$ cat src/rtl/mpu_pkg.sv
package mpu_pkg;
   // bit positions inside the mode select
   localparam int MODE_TICK_BIT = 0;
   localparam int MODE_NINE_BIT = 1;
   // bit counts of the two frame shapes
   localparam int FRAME_SHORT = 10;
   localparam int FRAME_LONG  = 11;

   function automatic logic maj3(input logic a, input logic b, input logic c);
      return (a & b) | (a & c) | (b & c);
   endfunction
endpackage

$ cat src/rtl/mpu_baud.sv
module mpu_baud #(
   parameter int FIX_DIV = 2
) (
   input  logic clk,
   input  logic rst_n,
   input  logic use_tick,
   input  logic dbl,
   input  logic ovf_tick,
   output logic smp
);
   localparam int LIM_FAST = FIX_DIV - 1;
   localparam int LIM_SLOW = 2 * FIX_DIV - 1;
   localparam int PW       = (LIM_SLOW < 1) ? 1 : $clog2(LIM_SLOW + 1);

   logic [PW-1:0] pre_q;
   logic [PW-1:0] lim;
   logic          half_q;
   logic          fix_hit;
   logic          tick_hit;

   assign lim      = dbl ? PW'(LIM_FAST) : PW'(LIM_SLOW);
   assign fix_hit  = (pre_q >= lim);
   assign tick_hit = ovf_tick & (dbl | half_q);
   assign smp      = use_tick ? tick_hit : fix_hit;

   always_ff @(posedge clk or negedge rst_n) begin
      if (!rst_n) begin
         pre_q  <= '0;
         half_q <= 1'b0;
      end else begin
         if (use_tick || fix_hit) pre_q <= '0;
         else                     pre_q <= pre_q + 1'b1;
         if (use_tick && ovf_tick) half_q <= ~half_q;
      end
   end


   fix_slow_spacing_chk: assert property (@(posedge clk) disable iff (!rst_n)
      (smp && !use_tick && !dbl && $past(!use_tick && !dbl)) |-> !$past(smp));


   tick_slow_spacing_chk: assert property (@(posedge clk) disable iff (!rst_n)
      (use_tick && !dbl && $past(use_tick && !dbl && smp)) |-> !smp);
endmodule

$ cat src/rtl/mpu_tx.sv
module mpu_tx
   import mpu_pkg::*;
#(
   parameter int OSR = 16
) (
   input  logic       clk,
   input  logic       rst_n,
   input  logic       smp,
   input  logic       nine,
   input  logic       bit9,
   input  logic       load,
   input  logic [7:0] data,
   input  logic       clr_done,
   output logic       txd,
   output logic       done
);
   localparam int SW = $clog2(OSR);
   localparam int FW = FRAME_LONG;
   localparam int CW = $clog2(FW + 1);

   logic [FW-1:0] sh_q;
   logic [CW-1:0] left_q;
   logic [SW-1:0] sub_q;
   logic          done_q;
   logic          busy;
   logic          bit_end;
   logic          last_end;

   assign busy     = (left_q != '0);
   assign bit_end  = busy && smp && (sub_q == SW'(OSR - 1));
   assign last_end = bit_end && (left_q == CW'(1));
   assign txd      = sh_q[0];
   assign done     = done_q;

   always_ff @(posedge clk or negedge rst_n) begin
      if (!rst_n) begin
         sh_q   <= '1;
         left_q <= '0;
         sub_q  <= '0;
      end else if (load) begin
         sh_q   <= {1'b1, (nine ? bit9 : 1'b1), data, 1'b0};
         left_q <= nine ? CW'(FRAME_LONG) : CW'(FRAME_SHORT);
         sub_q  <= '0;
      end else if (busy && smp) begin
         if (bit_end) begin
            sub_q  <= '0;
            sh_q   <= {1'b1, sh_q[FW-1:1]};
            left_q <= left_q - 1'b1;
         end else begin
            sub_q <= sub_q + 1'b1;
         end
      end
   end

   always_ff @(posedge clk or negedge rst_n) begin
      if (!rst_n)                  done_q <= 1'b0;
      else if (last_end && !load)  done_q <= 1'b1;
      else if (clr_done)           done_q <= 1'b0;
   end


   start_low_chk: assert property (@(posedge clk) disable iff (!rst_n)
      $past(load) |-> !txd);


   idle_high_chk: assert property (@(posedge clk) disable iff (!rst_n)
      !busy |-> txd);


   done_hold_chk: assert property (@(posedge clk) disable iff (!rst_n)
      (done_q && !clr_done) |=> done_q);


   done_at_end_chk: assert property (@(posedge clk) disable iff (!rst_n)
      $rose(done_q) |-> (!busy && txd));
endmodule

$ cat src/rtl/mpu_rx.sv
module mpu_rx
   import mpu_pkg::*;
#(
   parameter int OSR  = 16,
   parameter int SYNC = 2
) (
   input  logic       clk,
   input  logic       rst_n,
   input  logic       smp,
   input  logic       nine,
   input  logic       en,
   input  logic       filt,
   input  logic       rxd,
   input  logic       clr_done,
   output logic [7:0] rx_byte,
   output logic       rx_bit9,
   output logic       done
);
   localparam int SW  = $clog2(OSR);
   localparam int VLO = OSR / 2 - 1;
   localparam int VHI = OSR / 2 + 1;

   logic [SYNC-1:0] sy_q;
   logic            line;
   logic            prev_q;
   logic            active_q;
   logic            nine_f_q;
   logic [3:0]      idx_q;
   logic [SW-1:0]   sub_q;
   logic [1:0]      v_q;
   logic [7:0]      sh_q;
   logic            b9_q;
   logic [7:0]      byte_q;
   logic            bit9_q;
   logic            done_q;
   logic            at_vote;
   logic            bitv;
   logic            is_last;
   logic            flag;
   logic            start_bad;
   logic            accept;

   generate
      if (SYNC == 1) begin : g_sync_one
         always_ff @(posedge clk or negedge rst_n) begin
            if (!rst_n) sy_q <= '1;
            else        sy_q <= rxd;
         end
      end else begin : g_sync_chain
         always_ff @(posedge clk or negedge rst_n) begin
            if (!rst_n) sy_q <= '1;
            else        sy_q <= {sy_q[SYNC-2:0], rxd};
         end
      end
   endgenerate

   assign line      = sy_q[SYNC-1];
   assign at_vote   = active_q && smp && (sub_q == SW'(VHI));
   assign bitv      = maj3(v_q[0], v_q[1], line);
   assign is_last   = (idx_q == (nine_f_q ? 4'd10 : 4'd9));
   assign flag      = nine_f_q ? b9_q : bitv;
   assign start_bad = at_vote && (idx_q == 4'd0) && bitv;
   assign accept    = at_vote && is_last && !done_q && (!filt || flag);

   always_ff @(posedge clk or negedge rst_n) begin
      if (!rst_n) begin
         prev_q   <= 1'b1;
         active_q <= 1'b0;
         nine_f_q <= 1'b0;
         idx_q    <= '0;
         sub_q    <= '0;
         v_q      <= '0;
         sh_q     <= '0;
         b9_q     <= 1'b0;
      end else begin
         prev_q <= line;
         if (!active_q) begin
            if (en && prev_q && !line) begin
               active_q <= 1'b1;
               idx_q    <= '0;
               sub_q    <= '0;
               nine_f_q <= nine;
            end
         end else if (smp) begin
            if (sub_q == SW'(VLO))     v_q[0] <= line;
            if (sub_q == SW'(VLO + 1)) v_q[1] <= line;
            if (at_vote) begin
               if (idx_q >= 4'd1 && idx_q <= 4'd8) sh_q <= {bitv, sh_q[7:1]};
               if (idx_q == 4'd9 && nine_f_q)      b9_q <= bitv;
               if (start_bad || is_last)           active_q <= 1'b0;
            end
            if (sub_q == SW'(OSR - 1)) begin
               sub_q <= '0;
               idx_q <= idx_q + 1'b1;
            end else begin
               sub_q <= sub_q + 1'b1;
            end
         end
      end
   end

   always_ff @(posedge clk or negedge rst_n) begin
      if (!rst_n) begin
         byte_q <= '0;
         bit9_q <= 1'b0;
         done_q <= 1'b0;
      end else begin
         if (accept) begin
            byte_q <= sh_q;
            bit9_q <= flag;
            done_q <= 1'b1;
         end else if (clr_done) begin
            done_q <= 1'b0;
         end
      end
   end

   assign rx_byte = byte_q;
   assign rx_bit9 = bit9_q;
   assign done    = done_q;


   accept_rule_chk: assert property (@(posedge clk) disable iff (!rst_n)
      $rose(done_q) |-> (!$past(filt) || bit9_q));


   held_result_chk: assert property (@(posedge clk) disable iff (!rst_n)
      (done_q && !clr_done) |=> ($stable(byte_q) && $stable(bit9_q)));


   enable_gate_chk: assert property (@(posedge clk) disable iff (!rst_n)
      (!active_q && !en) |=> !active_q);
endmodule

$ cat src/rtl/mpu_uart.sv
module mpu_uart
   import mpu_pkg::*;
#(
   parameter int OSR     = 16,
   parameter int FIX_DIV = 2,
   parameter int SYNC    = 2
) (
   input  logic       clk,
   input  logic       rst_n,
   input  logic [1:0] mode,
   input  logic       tx_bit9,
   input  logic       rx_en,
   input  logic       mp_filt,
   input  logic       dbl,
   input  logic       ovf_tick,
   input  logic       tx_load,
   input  logic [7:0] tx_data,
   input  logic       clr_tx_done,
   input  logic       clr_rx_done,
   input  logic       rxd,
   output logic       txd,
   output logic [7:0] rx_byte,
   output logic       rx_bit9,
   output logic       tx_done,
   output logic       rx_done
);
   generate
      if (OSR < 8 || (OSR % 2) != 0) begin : g_bad_osr
         $error("mpu_uart: OSR must be even and at least 8");
      end
      if (FIX_DIV < 1) begin : g_bad_div
         $error("mpu_uart: FIX_DIV must be at least 1");
      end
      if (SYNC < 1) begin : g_bad_sync
         $error("mpu_uart: SYNC must be at least 1");
      end
   endgenerate

   logic smp;
   logic nine_sel;
   logic tick_sel;

   assign nine_sel = mode[MODE_NINE_BIT];
   assign tick_sel = mode[MODE_TICK_BIT];

   mpu_baud #(.FIX_DIV(FIX_DIV)) u_baud (
      .clk      (clk),
      .rst_n    (rst_n),
      .use_tick (tick_sel),
      .dbl      (dbl),
      .ovf_tick (ovf_tick),
      .smp      (smp)
   );

   mpu_tx #(.OSR(OSR)) u_tx (
      .clk      (clk),
      .rst_n    (rst_n),
      .smp      (smp),
      .nine     (nine_sel),
      .bit9     (tx_bit9),
      .load     (tx_load),
      .data     (tx_data),
      .clr_done (clr_tx_done),
      .txd      (txd),
      .done     (tx_done)
   );

   mpu_rx #(.OSR(OSR), .SYNC(SYNC)) u_rx (
      .clk      (clk),
      .rst_n    (rst_n),
      .smp      (smp),
      .nine     (nine_sel),
      .en       (rx_en),
      .filt     (mp_filt),
      .rxd      (rxd),
      .clr_done (clr_rx_done),
      .rx_byte  (rx_byte),
      .rx_bit9  (rx_bit9),
      .done     (rx_done)
   );
endmodule

$ cat config.mk
export PLATFORM = sky130hd
export DESIGN_NAME = mpu_uart
export DESIGN_NICKNAME = d
export VERILOG_FILES = /design/src/rtl/mpu_pkg.sv /design/src/rtl/mpu_baud.sv /design/src/rtl/mpu_tx.sv /design/src/rtl/mpu_rx.sv /design/src/rtl/mpu_uart.sv
export SDC_FILE = /design/constraint.sdc
export NUM_CORES = 1
export LEC_CHECK = 0
export BUFFER_PORTS_ARGS = -buffer_cell sky130_fd_sc_hd__buf_2
export CORE_ASPECT_RATIO = 1.2
export CORE_UTILIZATION = 35
export CTS_CLUSTER_SIZE = 14
export DETAILED_ROUTE_END_ITERATION = 16
export SYNTH_ARGS = -nofsm -noshare
export SYNTH_HDL_FRONTEND = slang
export SYNTH_SLANG_ARGS = --single-unit
$ cat constraint.sdc
create_clock -name clk -period 2.1 [get_ports clk]
set_input_delay 0.315 -clock clk [delete_from_list [all_inputs] [get_ports clk]]
set_output_delay 0.315 -clock clk [all_outputs]
set_load 0.1 [all_outputs]
# Yosys cells after proc, flatten, opt, wreduce, memory -nomap -nowiden
# Cells that the tools add are included.
# classes
mux	32
n_eq_ne	10
addsub	5
magnitude_cmp	3
n_bitwise	9
n_reduce_logical	38
# op_table
op	count
$mux 4	13
$mux 11	3
$eq 4x4->1 const B	5
$logic_and 1x1->1	16
$mux 1	13
$add 4x1->4 const B	3
$reduce_bool 2->1	5
$reduce_and 3->1	3
$reduce_and 4->1	2
$mux 2	3
$reduce_and 2->1	3
$and 1x1->1	4
$eq 4x1->1 const B	1
$eq 4x3->1 const B	1
$eq 4x4->1	1
$ge 4x1->1 const B	1
$le 4x4->1 const B	1
$logic_not 1->1	4
$logic_not 4->1	1
$reduce_bool 4->1	1
$sub 4x1->4 const B	1
$logic_or 1x1->1	3
$or 1x1->1	3
$add 2x1->2 const B	1
4 further kinds	5
# totals
ff_bits	57
wordCells	116
inputBits	21

# Logic depth before layout (Yosys ltp)
# Gate-level depths: netlist of run 1.
# logic_depth
ltp_word	12
mapped_depth	6
depth_no_buf	6

# By module
# From an unflattened synthesis of run 1, not the netlist that was laid out.
# unflattened
cells_unflattened	239
area_unflattened_um2	2787.7
# modules_own_cells
mod	n_inst	cells_per_inst	area_each_um2	seq_area_each_um2
mpu_rx	1	126	1577.8	854.6
mpu_tx	1	100	1059.8	488.0
mpu_baud	1	13	150.1	75.1

# Least setup slack after synthesis of run 1
# OpenSTA, ideal clock, no wires.
# synth_timing
path_kind	register to register
startpoint	reg u_rx.done_q (netlist: u_rx.done)
endpoint	reg u_rx.byte_q[0] (netlist: u_rx.rx_byte[0])
required_ps	1975
synth_period_minus_slack_ps	2139
stages_incl_launch_ff	4
arrival_ps	2014
path_slack_ps	-39
setup_time_ps	125
cell_sequence	dfrtp_1 -> o21bai_1 -> a2111oi_4 -> mux2_2
# synth_between
elab_chain_len	3
# synth_lines
item	line_no	rtl
start, declared	mpu_rx.sv:35	logic done_q;
start signal, assigned	mpu_rx.sv:106	done_q <= 1'b0;
start signal, assigned	mpu_rx.sv:111	done_q <= 1'b1;
start signal, assigned	mpu_rx.sv:113	done_q <= 1'b0;
$logic_not 1->1	mpu_rx.sv:63	assign accept = at_vote && is_last && !done_q && (!filt || flag);
$logic_and 1x1->1 (2 in a row)	mpu_rx.sv:63	
end signal, assigned	mpu_rx.sv:109	byte_q <= sh_q;
end, declared	mpu_rx.sv:33	logic [7:0] byte_q;
# No other way between the ends.
# A chain may end at the register's enable or synchronous reset.

# Worst setup path in the final report of run 1
# layout_timing
startpoint	reg u_baud.pre_q[1]
endpoint	reg u_rx.byte_q[2] (netlist: u_rx.rx_byte[2])
# layout_between
elab_chain_len	7
# layout_lines
item	line_no	rtl
start, declared	mpu_baud.sv:15	logic [PW-1:0] pre_q;
start signal, assigned	mpu_baud.sv:32	else pre_q <= pre_q + 1'b1;
$ge 2x2->1	mpu_baud.sv:22	assign fix_hit = (pre_q >= lim);
$mux 1	mpu_baud.sv:24	assign smp = use_tick ? tick_hit : fix_hit;
$logic_and 1x1->1 (2 in a row)	mpu_rx.sv:58	assign at_vote = active_q && smp && (sub_q == SW'(VHI));
$logic_and 1x1->1 (3 in a row)	mpu_rx.sv:63	
# No other way between the ends.

==> flow_summary.toml, run 1 <==
[die]
die_area_mm2 = 0.00805
dieWidth_um = 82.1
rows = 34
start_util_pct = 36.6
io_pins = 33
die-height_um = 98.1
core_area_mm2 = 0.00736

[cells_and_area]
drive_gt1_share_pct = 33.7
regArea_mm2 = 0.00142
stdcell_count = 372
multi_input_area_mm2 = 0.00120
syn2layout_area_growth_pct = 17.6
fillers = 722
nNetsFinal = 312
fin_util_pct = 43.1
n_antenna_cell = 0
design_area_mm2 = 0.00317

[timing]
min_period_ns = 2.08
rsz0062_at_grt = "true"
fin_skew_ns = 0.0114
setup_ws_ns = 0.0160
timing.fmax_ghz = 0.480
tightestPinTransition_ns = 0.600
setup_viol = 0
hold_viol = 0
slew_headroom_pct = 59.9
holdWs_ns = 0.0853
fin_crit_sh_pct = 99.2
setup_tns_ns = 0
slew_viol_final = 0

[global_route]
grt_first_pass_wirelength_mm = 9.85
grt.total_usage_pct = 15.6
grt-ovfl-total = 0
first_global_vias = 2062
grt_max_degree = 57
antenna_found_initial = 0

[clocking]
clock_latency_ns = 0.31
clkTransAtPathRegs_ns = 0.11
cts_tree = "yes"
htree_levels = 2
clockRootBuffer = "clkbuf_8"
cts_sinks = 56
numCtsBuffers = 5
cts_buffer_depth = 2

[routing]
drc = 0
drtPass1Iterations = 4
vias = 1993
drt_iter0_drc = 83
post_drt_wl_per_cell_um = 14.9
detail-route-antenna-nets = 0
via_per_inst = 5.36
finalWirelength_mm = 5.54

[synthesis]
syn_area_mm2 = 0.00269
synth.avg_cell_area_um2 = 11.3
yosysSeqAreaShare_pct = 52.6
netlist_top_cells_count = "43 x dfrtp_1, 21 x o21ai_0, 19 x mux2_2"
async_flop_share_pct = 100
ys_ff_latch = 56
yosysMostFrequentCell = "dfrtp_1"
yosysWarningCount = 0
syn_nets = 269
synth_area_leaders = "dfrtp_1 40%, dfstp_2 13%, mux2_2 7.9%"
synth_cell_types = 51
synth_top_area_cell = "dfrtp_1"
synth_flop_cell = "dfrtp_1"
synth-edff-count = 0
syn_inst = 238
synth.top_cell.area_share_pct = 39.9

[critical_path]
cp.required_ns = 2.31
worstPathArrival_ns = 2.30
cp-end-kind = "register"
critPathLaunchType = "register"
critPathMaxFanout = 10
crit_type = "register to register"

[placement]
hpwl_mm = 3.80
placedCellCount = 362
dpl_cell_area_mm2 = 0.00305
gp_congestion = 0.764
pre_cts_slack_ns = 0.0585
port_buffers = 32

[power]
p_leak_nw = 1.46
pwr-share-clk_pct = 24.0
cellPowerDensity_mw_per_mm2 = 830
p_sw_mw = 0.872
power.internal_mw = 1.76
pwr-share-seq_pct = 50.7
peakVddDrop_v = 0.000340
p_sw_share_pct = 33.1
finalPower_mw = 2.63
p_comb_share_pct = 25.2

[status]
status = "completed"

[min_path]
hold_path_class = "input pin to register"

[run]
max_cap_viol_count = 0
==> critical path, cell delays in order, from the launching register on <==
cell	delay, ns
dfrtp_1	0.40
ha_1	0.31
a211o_2	0.15
o211ai_1	0.19
a2111oi_4	0.43
buf_12	0.18
mux2_2	0.33
==> power by group through the flow <==
stage,logic (mW),registers (mW),clock network [mW]
after floorplan,0.430,1.33,0
after global placement,0.630,1.35,0
after detailed placement,0.649,1.35,0
after CTS,0.660,1.34,0.655
after global routing,0.752,1.36,0.699
final,0.664,1.34,0.632
==> final timing paths <==
check / depth (start not counted) / end / from / slack [ns]
min in group asynchronous: 3 / u_rx.rx_byte[2]$_DFFE_PN0P_ / rst_n / 0.50
max in group asynchronous: 3 / u_tx.sh_q[9]$_DFFE_PN1P_ / rst_n / 1.28
setup reg to reg: 6 / u_rx.rx_byte[2]$_DFFE_PN0P_ / u_baud.pre_q[1]$_DFF_PN0_ / 0.02
setup / recovery: 6 / u_rx.rx_byte[2]$_DFFE_PN0P_ / u_baud.pre_q[1]$_DFF_PN0_ / 0.02
hold reg to reg: 0 / u_rx.sy_q[1]$_DFF_PN1_ / u_rx.sy_q[0]$_DFF_PN1_ / 0.36
hold / removal: 1 / u_rx.sy_q[0]$_DFF_PN1_ / rxd / 0.09
==> layout make-up <==
class	count	area share (%)
Timing Repair Buffer	44	9.16
Multi-Input combinational cell	160	37.8
Clock buffer	5	2.17
Inverter	14	1.66
Clock inverter	3	0.869
Sequential cell	56	44.8
Tap cell	90	3.55
==> per-layer routing <==
metal | GRT usage, % | up-vias | wire length (um)
met1 | 21.4 | 987 | 2620
li1 | - | 968 | -
met3 | 2.34 | 5 | 143
met5 | 0 | - | 0
met4 | 4.32 | 0 | 72
met2 | 25.2 | 33 | 2710
==> cell usage in the layout (no fill, tap or decap), types with 3 or more instances in the layout <==
| cell type | netlist | final |
|---|---|---|
| ha_1 | 10 | 10 |
| mux2_2 | 19 | 19 |
| nand2_1 | 13 | 13 |
| xnor2_1 | 3 | 3 |
| a21oi_1 | 8 | 8 |
| o21ai_0 | 21 | 21 |
| a2bb2oi_1 | 8 | 8 |
| buf_12 | 0 | 3 |
| inv_1 | 14 | 14 |
| buf_2 | 1 | 32 |
| nor2_1 | 6 | 6 |
| clkbuf_8 | 0 | 5 |
| o31ai_1 | 3 | 3 |
| dfstp_2 | 13 | 13 |
| or3_1 | 6 | 6 |
| nand3_1 | 15 | 15 |
| a31oi_1 | 10 | 10 |
| dfrtp_1 | 43 | 42 |
| buf_4 | 1 | 8 |
==> registers in the layout, summed over array words and instances, names as in the netlist <==
signal	cells
u_tx.sh_q	10
u_rx.rx_byte	8
u_rx.sh_q	8
u_rx.idx_q	4
u_rx.sub_q	4
u_tx.left_q	4
u_tx.sub_q	4
u_baud.pre_q	2
u_rx.sy_q	2
u_rx.v_q	2
u_baud.half_q	1
u_rx.active_q	1
u_rx.b9_q	1
u_rx.done	1
u_rx.nine_f_q	1
u_rx.prev_q	1
u_rx.rx_bit9	1
u_tx.done	1
==> logic make-up after synthesis <==
kind of cell / Yosys count / synth area share [%]
compound gates: 66 / 17.1
xor+xnor: 3 / 0.976
fa+ha+maj: 11 / 5.02
buf+inv: 22 / 3.25
flops: 56 / 52.6
mux: 21 / 9.15
simple gates: 59 / 11.8
==> repair_timing <==
action | 4_1_cts | 5_1_grt
hold buffers | 1 | 0
buffers inserted | 0 | 1
resized for setup | 0 | 2
hold endpoints to repair | 34 | 0
endpoints found under the setup margin | 0 | 19
Power figures use the tool's default switching activity.
==> inputs of run 2 (changes only) <==
Settings changed: SYNTH_HIERARCHICAL set to 1.
==> run 2 against run 1 <==
Net effect:
- the run now ends with negative hold slack, negative setup slack left
- sequential power decreased by 3%
- clock skew decreased by 0.0023 ns
- critical path depth is 2 higher
- synthesized area is 3.5% higher
- worst hold slack got worse by 0.088 ns
- critical endpoint is now u_rx/rx_byte[6]$_DFFE_PN0P_
==> flow_summary.toml, run 2 <==
[status]
status = "finished, violations left"
violations = "negative hold slack, negative setup slack"

[die]
core_area_mm2 = 0.00771
die-height_um = 99.8
io_pins = 33
start_util_pct = 36.2
die_area_mm2 = 0.00833
rows = 35
dieWidth_um = 83.5

[synthesis]
yosysWarningCount = 6
synth_area_leaders = "dfrtp_1 39%, dfstp_2 12%, mux2_2 7.7%"
synth_cell_types = 56
synth.avg_cell_area_um2 = 11.7
synth-edff-count = 0
synth_flop_cell = "dfrtp_1"
synth.top_cell.area_share_pct = 38.6
netlist_top_cells_count = "43 x dfrtp_1, 19 x mux2_2, 14 x inv_1"
syn_inst = 239
yosysMostFrequentCell = "dfrtp_1"
synth_top_area_cell = "dfrtp_1"
ys_ff_latch = 56
yosysSeqAreaShare_pct = 50.9
async_flop_share_pct = 100
syn_area_mm2 = 0.00279
syn_nets = 271

[clocking]
clockRootBuffer = "clkbuf_8"
htree_levels = 2
clkTransAtPathRegs_ns = 0.10
numCtsBuffers = 5
postCtsHoldBufs = 0
cts_sinks = 56
clock_latency_ns = 0.31
cts_tree = "yes"
cts_buffer_depth = 2

[placement]
placedCellCount = 369
pre_cts_slack_ns = -0.144
port_buffers = 32
gp_congestion = 0.756
hpwl_mm = 3.73
dpl_cell_area_mm2 = 0.00314

[global_route]
grt.total_usage_pct = 13.8
grt_busiest_layer = "met2"
grt_first_pass_wirelength_mm = 9.32
antenna_found_initial = 0
grt-ovfl-total = 0
gr-usage-met2_pct = 23.3
first_global_vias = 1945
grt_max_degree = 33
met1_usage_pct = 18.2
grtUsageMet3_pct = 2.57

[timing]
tightestPinTransition_ns = 0.593
fin_crit_sh_pct = 101
setup_tns_ns = -0.0306
slew_viol_final = 0
hold_viol = 1
setup_ws_ns = -0.0124
min_period_ns = 2.11
setup_viol = 3
fin_skew_ns = 0.00912
slew_headroom_pct = 60.5
timing.fmax_ghz = 0.473
rsz0062_at_grt = "true"
holdWs_ns = -0.00219

[critical_path]
critPathMaxFanout = 9
worstPathArrival_ns = 2.31
crit_type = "register to register"
cp-end-kind = "register"
worstPathCellList = "ha_4 > a211oi_2 > a21oi_2 > and4bb_2 > o2111ai_4 > a21oi_4 > buf_12 > mux2_2"
crit_family = "compound AO/OA/AOI/OAI gates"
cp.required_ns = 2.30
cp_slowest_cell = "dfrtp_1"
critPathBufInv = 1
cpPeakStageDelay_ns = 0.42
critPathLaunchType = "register"

[routing]
post_drt_wl_per_cell_um = 14.4
vias = 1980
via_per_inst = 5.17
detail-route-antenna-nets = 0
drc = 0
drtPass1Iterations = 4
drt_iter0_drc = 108
finalWirelength_mm = 5.51

[power]
p_comb_share_pct = 19.4
pwr-share-clk_pct = 25.3
pwr-share-seq_pct = 55.3
peakVddDrop_v = 0.000338
p_leak_nw = 1.57
power.internal_mw = 1.65
p_sw_share_pct = 30.0
cellPowerDensity_mw_per_mm2 = 695
p_sw_mw = 0.707
finalPower_mw = 2.36

[run]
max_cap_viol_count = 0

[cells_and_area]
nNetsFinal = 322
n_antenna_cell = 0
regArea_mm2 = 0.00142
design_area_mm2 = 0.00339
drive_gt1_share_pct = 39.2
stdcell_count = 383
multi_input_area_mm2 = 0.00140
layout_common_cells = "43 x dfrtp_1, 32 x buf_2, 16 x buf_4"
final_common_cell = "dfrtp_1"
largest_reg_flops = 10
top_register = "u_tx/sh_q"
fillers = 716
syn2layout_area_growth_pct = 21.7

[min_path]
hold_path_class = "input pin to asynchronous set/reset pin"
==> run 2: cell types whose count changed after synthesis, moves of 2 or more <==
| cell | before | now |
|---|---|---|
| o21ai_0 | 21 | 11 |
| a21oi_1 | 8 | 10 |
| a221o_1 | 1 | 8 |
| or3_1 | 6 | 2 |
| a31oi_1 | 10 | 0 |
| and2_1 | 1 | 3 |
| and3_1 | 2 | 4 |
| nor3b_1 | 1 | 8 |
| o31ai_1 | 3 | 5 |
| nor2_1 | 6 | 9 |
| clkbuf_1 | 6 | 2 |
| a2bb2oi_1 | 8 | 0 |
| nor2b_1 | 1 | 8 |
| nand3_1 | 15 | 12 |
==> run 2: power groups by stage <==
stage / logic, mW / clock network, mW / registers (mW)
after CTS: 0.453 / 0.623 / 1.30
final: 0.458 / 0.597 / 1.30
after floorplan: 0.312 / 0 / 1.29
after global placement: 0.434 / 0 / 1.32
after global routing: 0.518 / 0.656 / 1.32
after detailed placement: 0.437 / 0 / 1.32
==> run 2: final timing paths <==
check	end	start	cells after the start	slack [ns]
worst min-delay path	u_rx/rx_byte[2]$_DFFE_PN0P_	rst_n	1	-0.002
worst max-delay path	u_rx/rx_byte[6]$_DFFE_PN0P_	u_baud/pre_q[1]$_DFF_PN0_	8	-0.01
max in group asynchronous	u_rx/sy_q[0]$_DFF_PN1_	rst_n	2	1.44
min in group clk	u_rx/sy_q[0]$_DFF_PN1_	rxd	1	0.11
worst max register to register	u_rx/rx_byte[6]$_DFFE_PN0P_	u_baud/pre_q[1]$_DFF_PN0_	8	-0.01
worst min register to register	u_rx/sy_q[1]$_DFF_PN1_	u_rx/sy_q[0]$_DFF_PN1_	0	0.36
==> run 2: area by class of cell <==
class	instances	share of cell area (%)
Clock inverter	3	0.664
Tap cell	92	3.39
Clock buffer	5	2.03
Inverter	14	1.55
Timing Repair Buffer	50	9.44
Sequential cell	56	41.8
Multi-Input combinational cell	163	41.2
==> run 2: per-layer routing <==
layer	wire length (um)	part of all wire (%)
met1	2530	46
met2	2770	50
met3	170	3.1
met4	44	0.80
met5	0	0
==> run 2: per-stage QoR <==
step           utilization (%)  hold slack (ns)
3_3_place_gp              40.7            0.346
5_1_grt                   44.0           0.0381
6_report                  44.0         -0.00219
3_5_place_dp              40.7            0.348
4_1_cts                   43.0           0.0151
2_1_floorplan                -           0.0194
==> run 2: kinds of logic after synthesis <==
| logic type | synth area share, % |
|---|---|
| simple gates | 18.3 |
| compound gates | 12.7 |
| fa+ha+maj | 5.30 |
| flops | 50.9 |
| mux | 8.48 |
| xor+xnor | 0.943 |
| buf+inv | 3.41 |
==> run 2: what timing repair did <==
item / CTS / global route
cloned: 1 / 0
gates resized for setup: 5 / 16
endpoints found under the setup margin: 28 / 23
buffers inserted: 3 / 2
pin swaps: 0 / 1
==> inputs of run 3 (changes only) <==
Settings changed: CAP_MARGIN set to 5, CORE_ASPECT_RATIO 1.2 to not set.
==> run 3 against run 2 <==
Net effect:
- the flow finishes with violations (negative setup slack)
- register-to-register slack hardly changed
- sequential power hardly changed
- cell count is 1.8% higher
- clock power is 5.2% higher
- power is 0.28% higher
- via count is 1.6% lower
- routed wire length is 2.9% lower
- clock skew is 0.0087 ns higher
- global-route usage is 0.24 points higher
- worst hold slack better by 0.092 ns
- combinational power is 6.1% lower
- critical endpoint is now u_rx/rx_byte[7]$_DFFE_PN0P_
- largest power group unchanged
==> flow_summary.toml, run 3 (synthesized netlist as in run 2, its figures left out) <==
[critical_path]
worstPathArrival_ns = 2.32
critPathBufInv = 1
cp_slowest_cell = "dfrtp_1"
cp.required_ns = 2.32
r2r_cells = 8
cp.depth = 8
cp-end-kind = "register"
critPathMaxFanout = 9
crit_family = "compound AO/OA/AOI/OAI gates"
cpPeakStageDelay_ns = 0.43
crit_type = "register to register"
critPathLaunchType = "register"
worstPathCellList = "ha_4 > a211oi_2 > a21oi_2 > and4bb_2 > o2111ai_4 > a21oi_4 > buf_12 > mux2_2"

[die]
die-height_um = 91.2
start_util_pct = 36.1
core_area_mm2 = 0.00773
die_area_mm2 = 0.00833
rows = 32
io_pins = 33
dieWidth_um = 91.2

[timing]
fin_crit_sh_pct = 100
timing.fmax_ghz = 0.474
rsz0062_at_grt = "true"
slew_viol_final = 0
setup_viol = 7
tightestPinTransition_ns = 0.501
slew_headroom_pct = 66.6
fin_skew_ns = 0.0178
hold_viol = 0
setup_ws_ns = -0.00752
min_period_ns = 2.11

[cells_and_area]
layout_common_cells = "43 x dfrtp_1, 32 x buf_2, 18 x mux2_2"
drive_gt1_share_pct = 36.8
stdcell_count = 390
n_antenna_cell = 0
final_common_cell = "dfrtp_1"
top_register = "u_tx/sh_q"
nNetsFinal = 319
largest_reg_flops = 10
syn2layout_area_growth_pct = 19.1
fillers = 719

[clocking]
clockRootBuffer = "clkbuf_8"
cts_tree = "yes"
cts_sinks = 56
clock_latency_ns = 0.32
htree_levels = 2
clkTransAtPathRegs_ns = 0.11
cts_buffer_depth = 2
numCtsBuffers = 5

[power]
p_comb_share_pct = 18.2
pwr-share-clk_pct = 26.6
finalPower_mw = 2.36
pwr-share-seq_pct = 55.2
power.internal_mw = 1.64
p_leak_nw = 1.51
p_sw_mw = 0.722
p_sw_share_pct = 30.5
cellPowerDensity_mw_per_mm2 = 712
peakVddDrop_v = 0.000278

[routing]
detail-route-antenna-nets = 0
drt_iter0_drc = 59
finalWirelength_mm = 5.35
vias = 1948
via_per_inst = 4.99
drtPass1Iterations = 4
drc = 0
post_drt_wl_per_cell_um = 13.7

[global_route]
grt_max_degree = 30
grt.total_usage_pct = 14.0
first_global_vias = 1909
grt_first_pass_wirelength_mm = 9.34
antenna_found_initial = 0
grt-ovfl-total = 0

[placement]
gp_congestion = 0.778
placedCellCount = 379
pre_cts_slack_ns = -0.144
port_buffers = 32
hpwl_mm = 3.74

[status]
status = "finished, violations left"
violations = "negative setup slack"

[min_path]
hold_path_class = "input pin to register"
min_path_cells = 1

[run]
max_cap_viol_count = 0
## run 3: stage by stage
stage,TNS (ns),area (um2),util [%],hold slack [ns]
after floorplan,-0.768,2800,-,0.0194
after global placement,-0.743,3140,40.6,0.313
after detailed placement,-1.29,3140,40.6,0.302
after CTS,-0.0309,3300,42.7,0.0841
after global routing,-0.691,3320,43.0,0.0720
final,-0.0226,3320,43.0,0.0897
## run 3: timing repair
| action | CTS | global route |
|---|---|---|
| pin swaps | 1 | 0 |
| buffers inserted | 2 | 0 |
| hold endpoints to repair | 16 | 0 |
| setup endpoints to repair | 10 | 22 |
| hold buffers | 1 | 0 |
| gates resized for setup | 3 | 3 |
## run 3: final timing paths
kind	endpoint	startpoint	slack, ns
max in group asynchronous	u_tx/sh_q[9]$_DFFE_PN1P_	rst_n	0.93
hold / removal	u_rx/sy_q[0]$_DFF_PN1_	rxd	0.09
setup / recovery	u_rx/rx_byte[7]$_DFFE_PN0P_	u_baud/pre_q[1]$_DFF_PN0_	-0.008
min in group asynchronous	u_rx/rx_byte[7]$_DFFE_PN0P_	rst_n	0.47
setup reg to reg	u_rx/rx_byte[7]$_DFFE_PN0P_	u_baud/pre_q[1]$_DFF_PN0_	-0.008
hold reg to reg	u_rx/sy_q[1]$_DFF_PN1_	u_rx/sy_q[0]$_DFF_PN1_	0.36
## run 3: power by group through the flow
stage	combinational, mW	clock, mW	sequential, mW
after floorplan	0.312	0	1.29
after global placement	0.413	0	1.32
after detailed placement	0.420	0	1.32
after CTS	0.436	0.663	1.30
after global routing	0.498	0.702	1.32
final	0.430	0.628	1.31
## run 3: final cells by class
type	count	area, um2	area share [%]
tap	102	128	3.84
inverter	14	52.6	1.58
clock buffer	5	68.8	2.07
clock inverter	3	25.0	0.754
multi-input combinational	162	1330	40.1
sequential	56	1420	42.7
timing repair buffer	48	295	8.90
## run 3: metal layers
metal	up-vias	wire, um	track usage (%)
met5	-	0	0
met4	0	53	3.57
met3	7	140	3.35
met2	22	2530	22.4
met1	956	2630	19.0
li1	963	-	-
